### config.mk
export PLATFORM = sky130hd
export DESIGN_NAME = pc_next_unit
export DESIGN_NICKNAME = d
export VERILOG_FILES = /design/src/rtl/pc_pkg.sv /design/src/rtl/pc_cond_eval.sv /design/src/rtl/pc_src_sel.sv /design/src/rtl/pc_align_chk.sv /design/src/rtl/pc_next_unit.sv
export SDC_FILE = /design/constraint.sdc
export NUM_CORES = 1
export LEC_CHECK = 0
export ABC_AREA = 1
export ABC_CLOCK_PERIOD_IN_PS = 2400
export BUFFER_PORTS_ARGS = -buffer_cell sky130_fd_sc_hd__buf_4
export CORE_MARGIN = 2
export CORE_UTILIZATION = 50
export DETAILED_ROUTE_END_ITERATION = 7
export GPL_ROUTABILITY_DRIVEN = 0
export PLACE_DENSITY_LB_ADDON = 0.12
export SLEW_MARGIN = 10
export SYNTH_ARGS = -nofsm -noshare
export SYNTH_HDL_FRONTEND = slang
export SYNTH_SLANG_ARGS = --single-unit
### constraint.sdc
create_clock -name clk_i -period 2.4 [get_ports clk_i]
set_clock_uncertainty 0.2 [all_clocks]
set_input_delay 0.12 -clock clk_i [delete_from_list [all_inputs] [get_ports clk_i]]
set_output_delay 0.12 -clock clk_i [all_outputs]
set_load 0.03 [all_outputs]
### src/rtl/pc_pkg.sv
package pc_pkg;
  localparam logic [2:0] FLOW_SEQ  = 3'd0;
  localparam logic [2:0] FLOW_JREL = 3'd1;
  localparam logic [2:0] FLOW_JABS = 3'd2;
  localparam logic [2:0] FLOW_JREG = 3'd3;
  localparam logic [2:0] FLOW_BREL = 3'd4;

  typedef enum logic [2:0] {
    SRC_SEQ  = 3'd0,
    SRC_REL  = 3'd1,
    SRC_ABS  = 3'd2,
    SRC_REG  = 3'd3,
    SRC_TRAP = 3'd5
  } src_e;
endpackage

### src/rtl/pc_cond_eval.sv
module pc_cond_eval (
  input  logic [3:0] flags_i,
  input  logic [2:0] cond_i,
  output logic       hit_o
);
  // cond_i[2] inverts: take on clear flag
  assign hit_o = flags_i[cond_i[1:0]] ^ cond_i[2];
endmodule

### src/rtl/pc_src_sel.sv
module pc_src_sel
  import pc_pkg::*;
(
  input  logic [2:0] kind_i,
  input  logic       hit_i,
  input  logic       trap_i,
  output src_e       src_o
);
  always_comb begin
    if (trap_i) begin
      src_o = SRC_TRAP;
    end else begin
      unique case (kind_i)
        FLOW_JREL: src_o = SRC_REL;
        FLOW_JABS: src_o = SRC_ABS;
        FLOW_JREG: src_o = SRC_REG;
        FLOW_BREL: src_o = hit_i ? SRC_REL : SRC_SEQ;
        default:   src_o = SRC_SEQ;
      endcase
    end
  end
endmodule

### src/rtl/pc_align_chk.sv
module pc_align_chk #(
  parameter int ADDR_W  = 8,
  parameter int INSTR_W = 4
) (
  input  logic [ADDR_W-1:0] addr_i,
  output logic              bad_o
);
  localparam logic [ADDR_W-1:0] LOW_MASK = ADDR_W'(INSTR_W - 1);

  generate
    if (INSTR_W > 1) begin : g_check
      assign bad_o = |(addr_i & LOW_MASK);
    end else begin : g_none
      logic [ADDR_W-1:0] unused_addr;
      assign unused_addr = addr_i;
      assign bad_o = 1'b0;
    end
  endgenerate
endmodule

### src/rtl/pc_next_unit.sv
module pc_next_unit
  import pc_pkg::*;
#(
  parameter int               ADDR_W    = 8,
  parameter int               INSTR_W   = 4,
  parameter logic [ADDR_W-1:0] BOOT_ADDR = '0,
  parameter logic [ADDR_W-1:0] TRAP_ADDR = ADDR_W'(16)
) (
  input  logic              clk_i,
  input  logic              rst_ni,
  input  logic [2:0]        kind_i,
  input  logic [2:0]        cond_i,
  input  logic [3:0]        flags_i,
  input  logic [ADDR_W-1:0] imm_i,
  input  logic [ADDR_W-1:0] reg_i,
  input  logic              trap_i,
  output logic [ADDR_W-1:0] pc_o,
  output logic              fault_o
);
  localparam logic [ADDR_W-1:0] STEP = ADDR_W'(INSTR_W);

  logic [ADDR_W-1:0] pc_q, cand, seq_addr, rel_addr;
  logic              fault_q, hit, cand_bad, hold;
  src_e              src;

  assign seq_addr = pc_q + STEP;
  assign rel_addr = pc_q + imm_i;  // wraps like a signed add

  pc_cond_eval u_cond (
    .flags_i (flags_i),
    .cond_i  (cond_i),
    .hit_o   (hit)
  );

  pc_src_sel u_sel (
    .kind_i  (kind_i),
    .hit_i   (hit),
    .trap_i  (trap_i),
    .src_o   (src)
  );

  always_comb begin
    unique case (src)
      SRC_REL:  cand = rel_addr;
      SRC_ABS:  cand = imm_i;
      SRC_REG:  cand = reg_i;
      SRC_TRAP: cand = TRAP_ADDR;
      default:  cand = seq_addr;
    endcase
  end

  pc_align_chk #(.ADDR_W(ADDR_W), .INSTR_W(INSTR_W)) u_align (
    .addr_i (cand),
    .bad_o  (cand_bad)
  );

  // seq and trap paths are aligned by construction of the parameters
  assign hold = cand_bad && (src != SRC_SEQ) && (src != SRC_TRAP);

  always_ff @(posedge clk_i or negedge rst_ni) begin
    if (!rst_ni) begin
      pc_q    <= BOOT_ADDR;
      fault_q <= 1'b0;
    end else begin
      if (!hold) pc_q <= cand;
      fault_q <= hold;
    end
  end

  assign pc_o    = pc_q;
  assign fault_o = fault_q;
endmodule

### Word level (Yosys, flattened, before mapping)

Index checks and enable logic that the tools add are counted.

| operators by class | value |
|---|---|
| add/subtract/negate cells | 2 |
| $lt $le $gt $ge | 1 |
| equal/unequal tests | 9 |
| multiplexer cells | 6 |
| bitwise gates (word level) | 1 |
| reduce and logical (&&, ||, !) cells | 4 |

Operators by type and width:

| operator | number |
|---|---|
| $pmux W8 S4 | 1 |
| $eq A3 B2 Y1 const B | 4 |
| $pmux W3 S4 | 1 |
| $add A8 B3 Y8 const B | 1 |
| $add A8 B8 Y8 | 1 |
| $eq A3 B1 Y1 const B | 2 |
| $eq A3 B3 Y1 const B | 2 |
| $lt A2 B3 Y1 const B | 1 |
| $mux W3 | 1 |
| $ne A3 B3 Y1 const B | 1 |
| $reduce_bool A3 Y1 | 1 |
| $bmux W1 S2 | 1 |
| $logic_and A1 B1 Y1 | 2 |
| $mux W1 | 2 |
| $reduce_or A2 Y1 | 1 |
| $xor A1 B1 Y1 | 1 |

| storage, ports and cells | value |
|---|---|
| flip-flop bits (word level) | 9 |
| input bits | 29 |
| output and inout bits | 9 |
| word-level logic and storage cells | 25 |

### Depth between registers and ports, before layout

Gate-level depths: netlist of run 1.

| depth | value |
|---|---|
| depth after elaboration | 11 |
| mapped depth | 16 |
| gate-level depth less buffers | 16 |

### Cells and area by module

From an unflattened synthesis of run 1, not the netlist that was laid out.

| unflattened totals | value |
|---|---|
| cell total of the unflattened synthesis | 188 |
| area, all modules | 1121.1 µm² |

Modules (own cells, without submodules):

| module | instances | cells each | area each (µm²) | seq. area each (µm²) |
|---|---|---|---|---|
| pc_next_unit | 1 | 162 | 1006.0 | 225.2 |
| pc_cond_eval | 1 | 13 | 57.6 | 0.0 |
| pc_src_sel | 1 | 10 | 46.3 | 0.0 |
| pc_align_chk | 1 | 3 | 11.3 | 0.0 |

### Worst setup path after synthesis of run 1

OpenSTA, ideal clock, no wires.

| path | value |
|---|---|
| path type | register -> register |
| from | register pc_q[0] (netlist: pc_o[0]) |
| to | register pc_q[4] (netlist: pc_o[4]) |
| setup time | 0.066 ns |
| arrival | 1.852 ns |
| required time | 2.134 ns |
| path slack | 0.282 ns |
| cell stages (with the launch flop) | 9 |
| buffers on the path | 0 |
| period minus slack after synthesis | 2.118 ns |
| path through | dfrtp_1 > ha_1 > fa_1 > a31oi_1 > xor2_1 > or2_2 > nand4_1 > nand2_1 > nand2_1 |

| on the way | value |
|---|---|
| cells in the longest elaborated chain, start to end | 5 |
| elaborated cells on any way between the ends | 6 |
| those cells by class | 2 x add/sub; 1 x mux; 3 x reduce/logical |

Ends and longest elaborated chain:

| element | line | RTL |
|---|---|---|
| start: declaration | pc_next_unit.sv:22 | `logic [ADDR_W-1:0] pc_q, cand, seq_addr, rel_addr;` |
| start signal: assignment | pc_next_unit.sv:65 | `if (!hold) pc_q <= cand;` |
| $add A8 B3 Y8 / $add A8 B8 Y8 (equally long branches) | pc_next_unit.sv:26, pc_next_unit.sv:27 |  |
| $pmux W8 S4 (*) | pc_next_unit.sv:43 | `unique case (src)` |
| $reduce_or A2 Y1 | pc_align_chk.sv:12 | `assign bad_o = \|(addr_i & LOW_MASK);` |
| $logic_and A1 B1 Y1 (2 in a row) | pc_next_unit.sv:58 | `assign hold = cand_bad && (src != SRC_SEQ) && (src != SRC_TRAP);` |

Mark *: on every way between the ends. The rest lies on a longest branch, timed or not.
A chain may end at the register's enable or synchronous reset.

### Final worst setup path of run 1

Same ends and word-level chain as after synthesis.

==> flow_summary.json, run 1 <==
{
  "status": "finished clean",
  "grt_pass1_wl_mm": 4.87,
  "final_layout_size_suffix_gt1_frac": 0.271,
  "fin_setup_tns_ps": 0,
  "reg2reg_from": "pc_o[0]$_DFFE_PN0N_",
  "reg2reg_slack_ps": 310,
  "hold_viol": 0,
  "slowest_delay_ps": 430,
  "synthCells": 157,
  "cp.arrival_ps": 2100,
  "rsz0062_at_grt": "no",
  "synth_area_leader_cell": "dfrtp_1",
  "crit_type": "flop to flop",
  "ioPinCount": 38,
  "antenna-diode-count": 0,
  "yosys.cell_types.count": 28,
  "port_buffers": 37,
  "fmax_ghz": 0.478,
  "wire_per_inst_um": 12.7,
  "cts_setup_buffers": 0,
  "regArea_um2": 225,
  "ir_worst_vdd_v": 0.000605,
  "finalNetCount": 238,
  "hp-class": "input port to asynchronous set/reset pin",
  "clk_pin_slew_worst_paths_ps": 70,
  "num_rows": 16,
  "cts_tree": "yes",
  "cts_buffers": 3,
  "worst_pin_slew_ps": 288,
  "fillers": 176,
  "yosysWarnings": 0,
  "min_period_over_period": 0.872,
  "synth_seq_cells": 9,
  "track_usage": 0.250,
  "synth.cell_area_um2": 1090,
  "worst-path-buf-inv": 0,
  "ys_top_cells_by_count": "49 x nand2_1, 17 x nand3_1, 15 x inv_1, 11 x nand4_1, 9 x dfrtp_1",
  "power-per-cell-area_nw_per_um2": 697,
  "period_needed_ps": 2090,
  "syn-num-nets": 195,
  "dp_cells": 220,
  "die_h_um": 50.6,
  "floorplan.initialDensity": 0.543,
  "die_area_um2": 2560,
  "syn2layout_area_growth_pct": 31.9,
  "routed_wl_mm": 2.87,
  "antenna_found_initial": 0,
  "path_max_fanout": 4,
  "synth-edff-count": 0,
  "required_ps": 2410,
  "multi_input_area_um2": 782,
  "worstSkewPairLatency_ps": 270,
  "viasPerCell": 5.34,
  "placed_area_um2": 1390,
  "synth_area_leaders": "dfrtp_1 21%, nand2_1 17%, ha_1 9.2%",
  "hold_buffers": 2,
  "drtPass1Iterations": 4,
  "htreeDepth": 1,
  "r2r-end": "pc_o[4]$_DFFE_PN0N_",
  "ant_nets": 0,
  "grt_max_degree": 12,
  "dp_hpwl_mm": 2.36,
  "clockRootBuffer": "clkbuf_4",
  "clockBufferDepth": 2,
  "startpoint_type": "flop",
  "grt_pass1_vias": 1181,
  "first_iter_violations": 32,
  "core_area_um2": 2000,
  "die_w_um": 50.6,
  "synth.most_common_cell": "nand2_1",
  "cts_resized": 0,
  "setup_viol": 0,
  "critPathTopFamily": "adder cells",
  "numClockSinks": 9,
  "fin_area_um2": 1430,
  "ys.flop_type": "dfrtp_1",
  "worstSetupEndpointType": "flop",
  "worstPathCellList": "ha_1 -> fa_1 -> a31oi_1 -> xor2_1 -> or2_2 -> nand4_1 -> nand2_1 -> nand2_1",
  "worst_slew_margin_rel": 0.808,
  "ys_seq_area_frac": 0.207,
  "gr-total-overflow": 0,
  "maxCapViolCount": 0,
  "cellLeakagePower_nw": 0.791,
  "synth_area_per_cell_um2": 6.92,
  "final_cells": 226,
  "cp_num_cells": 8,
  "synth_async_sr_flop_share": 1.00,
  "drc": 0,
  "worst-r2r-cell-count": 8,
  "path_common_cell": "nand2_1",
  "synth_top_area_frac": 0.207,
  "slowest_stage": "fa_1",
  "slew_violations": 0,
  "vias": 1206
}
area by class of cell:
class	count	share of cell area
multi-input combinational	129	0.546
timing repair buffer	39	0.208
sequential	9	0.157
inverter	18	0.0472
tap	27	0.0236
clock buffer	4	0.0183
registers in the layout, indices dropped and copies added (netlist names):
name and count:
fault_o 1, pc_o 8
routing by layer:
| layer | share of wire | GRT usage | vias up |
|---|---|---|---|
| li1 | - | - | 609 |
| met1 | 0.42 | 0.289 | 539 |
| met2 | 0.51 | 0.456 | 52 |
| met3 | 0.055 | 0.0536 | 6 |
| met4 | 0.018 | 0.0811 | 0 |
| met5 | 0 | 0 | - |
metrics by stage:
stage / power, W / setup slack (ps) / util / hold slack (ps)
final: 0.000999 / 306 / 0.716 / 3.38
after floorplan: 0.000670 / 282 / - / -376
after detailed placement: 0.000868 / 320 / 0.693 / -248
after global routing: 0.00108 / 166 / 0.716 / 9.60
after global placement: 0.000849 / 377 / 0.693 / -254
after CTS: 0.00100 / 303 / 0.716 / 0.408
where the power goes:
part	total, W	switching [W]	internal (W)
Combinational	0.000617	0.000363	0.000254
Sequential	0.000257	0.0000654	0.000192
Clock	0.000125	0.0000603	0.0000644
Total	0.000999	0.000488	0.000510
how the worst max path moves through the flow:
stage	start	endpoint	slack, ps
after floorplan	pc_o[0]$_DFFE_PN0N_	pc_o[4]$_DFFE_PN0N_	280
after global placement	pc_o[0]$_DFFE_PN0N_	pc_o[4]$_DFFE_PN0N_	380
after detailed placement	pc_o[0]$_DFFE_PN0N_	pc_o[4]$_DFFE_PN0N_	320
after CTS	pc_o[0]$_DFFE_PN0N_	pc_o[4]$_DFFE_PN0N_	300
after global routing	pc_o[0]$_DFFE_PN0N_	pc_o[4]$_DFFE_PN0N_	170
final	pc_o[0]$_DFFE_PN0N_	pc_o[4]$_DFFE_PN0N_	310
placed cells by master (no fill, tap or decap), types with 3 or more instances in the layout:
master / Yosys / layout
nand2_1: 49 / 49
buf_4: 0 / 37
nand3_1: 17 / 17
inv_1: 15 / 15
nand4_1: 11 / 11
dfrtp_1: 9 / 9
xor2_1: 8 / 8
ha_1: 8 / 8
a21oi_1: 4 / 4
nor2_1: 4 / 4
nand2_2: 3 / 3
or2_2: 3 / 3
clkbuf_4: 0 / 3
worst reg2reg max path, cell delays in order (launching register included):
cell and delay [ps]:
dfrtp_1 410, ha_1 240, fa_1 430, a31oi_1 190, xor2_1 80, or2_2 290, nand4_1 80, nand2_1 60
nand2_1 60
cell families (layout without fill, tap and decap cells):
| logic type | Yosys count | in the layout | synth area share |
|---|---|---|---|
| fa+ha+maj | 9 | 9 | 0.111 |
| flops | 9 | 9 | 0.207 |
| buf+inv | 19 | 61 | 0.0726 |
| xor+xnor | 10 | 10 | 0.0807 |
| compound gates | 13 | 13 | 0.0876 |
| simple gates | 97 | 97 | 0.441 |
No activity file was read; power rests on OpenSTA's default activity.
==> run 2, diff against run 1 <==
BUFFER_PORTS_ARGS = unset   (was -buffer_cell sky130_fd_sc_hd__buf_4)
CORE_UTILIZATION = 60   (was 50)
DONT_BUFFER_PORTS = 1   (was unset)
==> flow_summary.json, run 2 (synthesized netlist as in run 1, its figures left out) <==
{
  "critPathTopFamily": "simple AND/OR/NAND/NOR gates",
  "layout_common_cells": "49 x nand2_1, 17 x nand3_1, 15 x inv_1, 13 x dlygate4sd3_1, 11 x nand4_1",
  "fmax_ghz": 0.484,
  "grt_pass1_vias": 1176,
  "crit_type": "flop to flop",
  "rsz0062_at_grt": "no",
  "htreeDepth": 1,
  "gr-total-overflow": 0,
  "syn2layout_area_growth_pct": 20.4,
  "die_h_um": 46.5,
  "port_buffers": 0,
  "dp_hpwl_mm": 2.23,
  "routed_wl_mm": 2.85,
  "maxCapViolCount": 0,
  "floorplan.initialDensity": 0.636,
  "cts_setup_buffers": 0,
  "first_iter_violations": 15,
  "largest_reg_flops": 8,
  "ant_nets": 0,
  "power-per-cell-area_nw_per_um2": 737,
  "cellLeakagePower_nw": 0.684,
  "hp-class": "input port to flop",
  "clk_pin_slew_worst_paths_ps": 60,
  "antenna-diode-count": 0,
  "viasPerCell": 5.67,
  "hold_viol": 0,
  "path_max_fanout": 5,
  "wire_per_inst_um": 14.0,
  "slowest_stage": "dfrtp_1",
  "worst_pin_slew_ps": 432,
  "clockRootBuffer": "clkbuf_4",
  "drtPass1Iterations": 4,
  "worstSetupEndpointType": "flop",
  "antenna_found_initial": 0,
  "cp.arrival_ps": 2020,
  "required_ps": 2360,
  "vias": 1157,
  "holdWs_ps": 14.6,
  "worstPathCellList": "fa_1 -> nand4_1 -> nand3_1 -> xor2_1 -> nand2_1 -> nand4_1 -> nand2_1 -> nand2_1",
  "cts_buffers": 3,
  "track_usage": 0.305,
  "period_needed_ps": 2070,
  "grt_max_degree": 12,
  "fin_ws_ps": 333,
  "slew_violations": 0,
  "ir_worst_vdd_v": 0.000528,
  "startpoint_type": "flop",
  "worst_slew_margin_rel": 0.712,
  "min_period_over_period": 0.861,
  "die_area_um2": 2170,
  "core_area_um2": 1710,
  "slowest_delay_ps": 540,
  "die_w_um": 46.5,
  "num_rows": 15,
  "dp_slack_ps": 348,
  "clockBufferDepth": 2,
  "ioPinCount": 38,
  "path_common_cell": "nand2_1",
  "drc": 0,
  "finalNetCount": 218,
  "status": "finished clean",
  "cts_tree": "yes",
  "mostFrequentLayoutCell": "nand2_1",
  "setup_viol": 0,
  "worst-path-buf-inv": 0,
  "numClockSinks": 9,
  "p_total_w": 0.000963,
  "fin_setup_tns_ps": 0,
  "final_layout_size_suffix_gt1_frac": 0.128,
  "worstSkewPairLatency_ps": 260,
  "grt_pass1_wl_mm": 4.73
}
## run 2: cell count changes in the layout (fill, tap and decap cells not counted), sizes merged
cell	previous run	this run
dlygate4sd3	2	13
buf	37	6
## run 2: repair_timing
item,in CTS,in global routing
gates resized for setup,0,0
hold endpoints to repair,15,0
hold buffers,13,0
## run 2: per-stage QoR
stage                      util  std cells  instance area, µm²
after floorplan               -        157                1090
after global placement    0.674        187                1150
after detailed placement  0.674        187                1150
after CTS                 0.766        204                1310
after global routing      0.766        204                1310
final                     0.766        204                1310
## run 2: tightest hold or removal path: cells and delay by family
kind | cells | cell delay [ps]
AND/OR/NAND/NOR | 2 | 130
AO/OA/AOI/OAI | 2 | 190
## run 2: final timing paths
kind / startpoint / end / slack (ps) / cells after the start
min in group asynchronous: rst_ni / pc_o[5]$_DFFE_PN0N_ / 20 / 1
max in group asynchronous: rst_ni / pc_o[1]$_DFFE_PN0N_ / 1680 / 1
worst min-delay path: reg_i[5] / pc_o[5]$_DFFE_PN0N_ / 10 / 4
worst min register to register: pc_o[0]$_DFFE_PN0N_ / pc_o[0]$_DFFE_PN0N_ / 490 / 2
worst max register to register: pc_o[1]$_DFFE_PN0N_ / pc_o[6]$_DFFE_PN0N_ / 330 / 8
worst max-delay path: pc_o[1]$_DFFE_PN0N_ / pc_o[6]$_DFFE_PN0N_ / 330 / 8
## run 2: report_power, final
part	leakage, nW	switching, W	internal, W
sequential	0.116	0.0000570	0.000192
clock	0.0150	0.0000517	0.0000640
combinational	0.554	0.000370	0.000228
total	0.684	0.000479	0.000484
## run 2: layer usage
layer  vias to the layer above  wire (µm)  GRT usage
met2                        47       1450      0.544
met4                         0         59      0.103
met1                       532       1130      0.356
met5                         -          0          0
met3                         9        205     0.0627
li1                        569          -          -
## run 2: cell type report
| cell class | count | area, µm² |
|---|---|---|
| multi-input cells | 129 | 782 |
| fillers | 120 | 400 |
| clock buffers | 4 | 26.3 |
| well taps | 25 | 31.3 |
| flip-flops and latches | 9 | 225 |
| repair buffers | 19 | 175 |
| inverters | 18 | 67.6 |
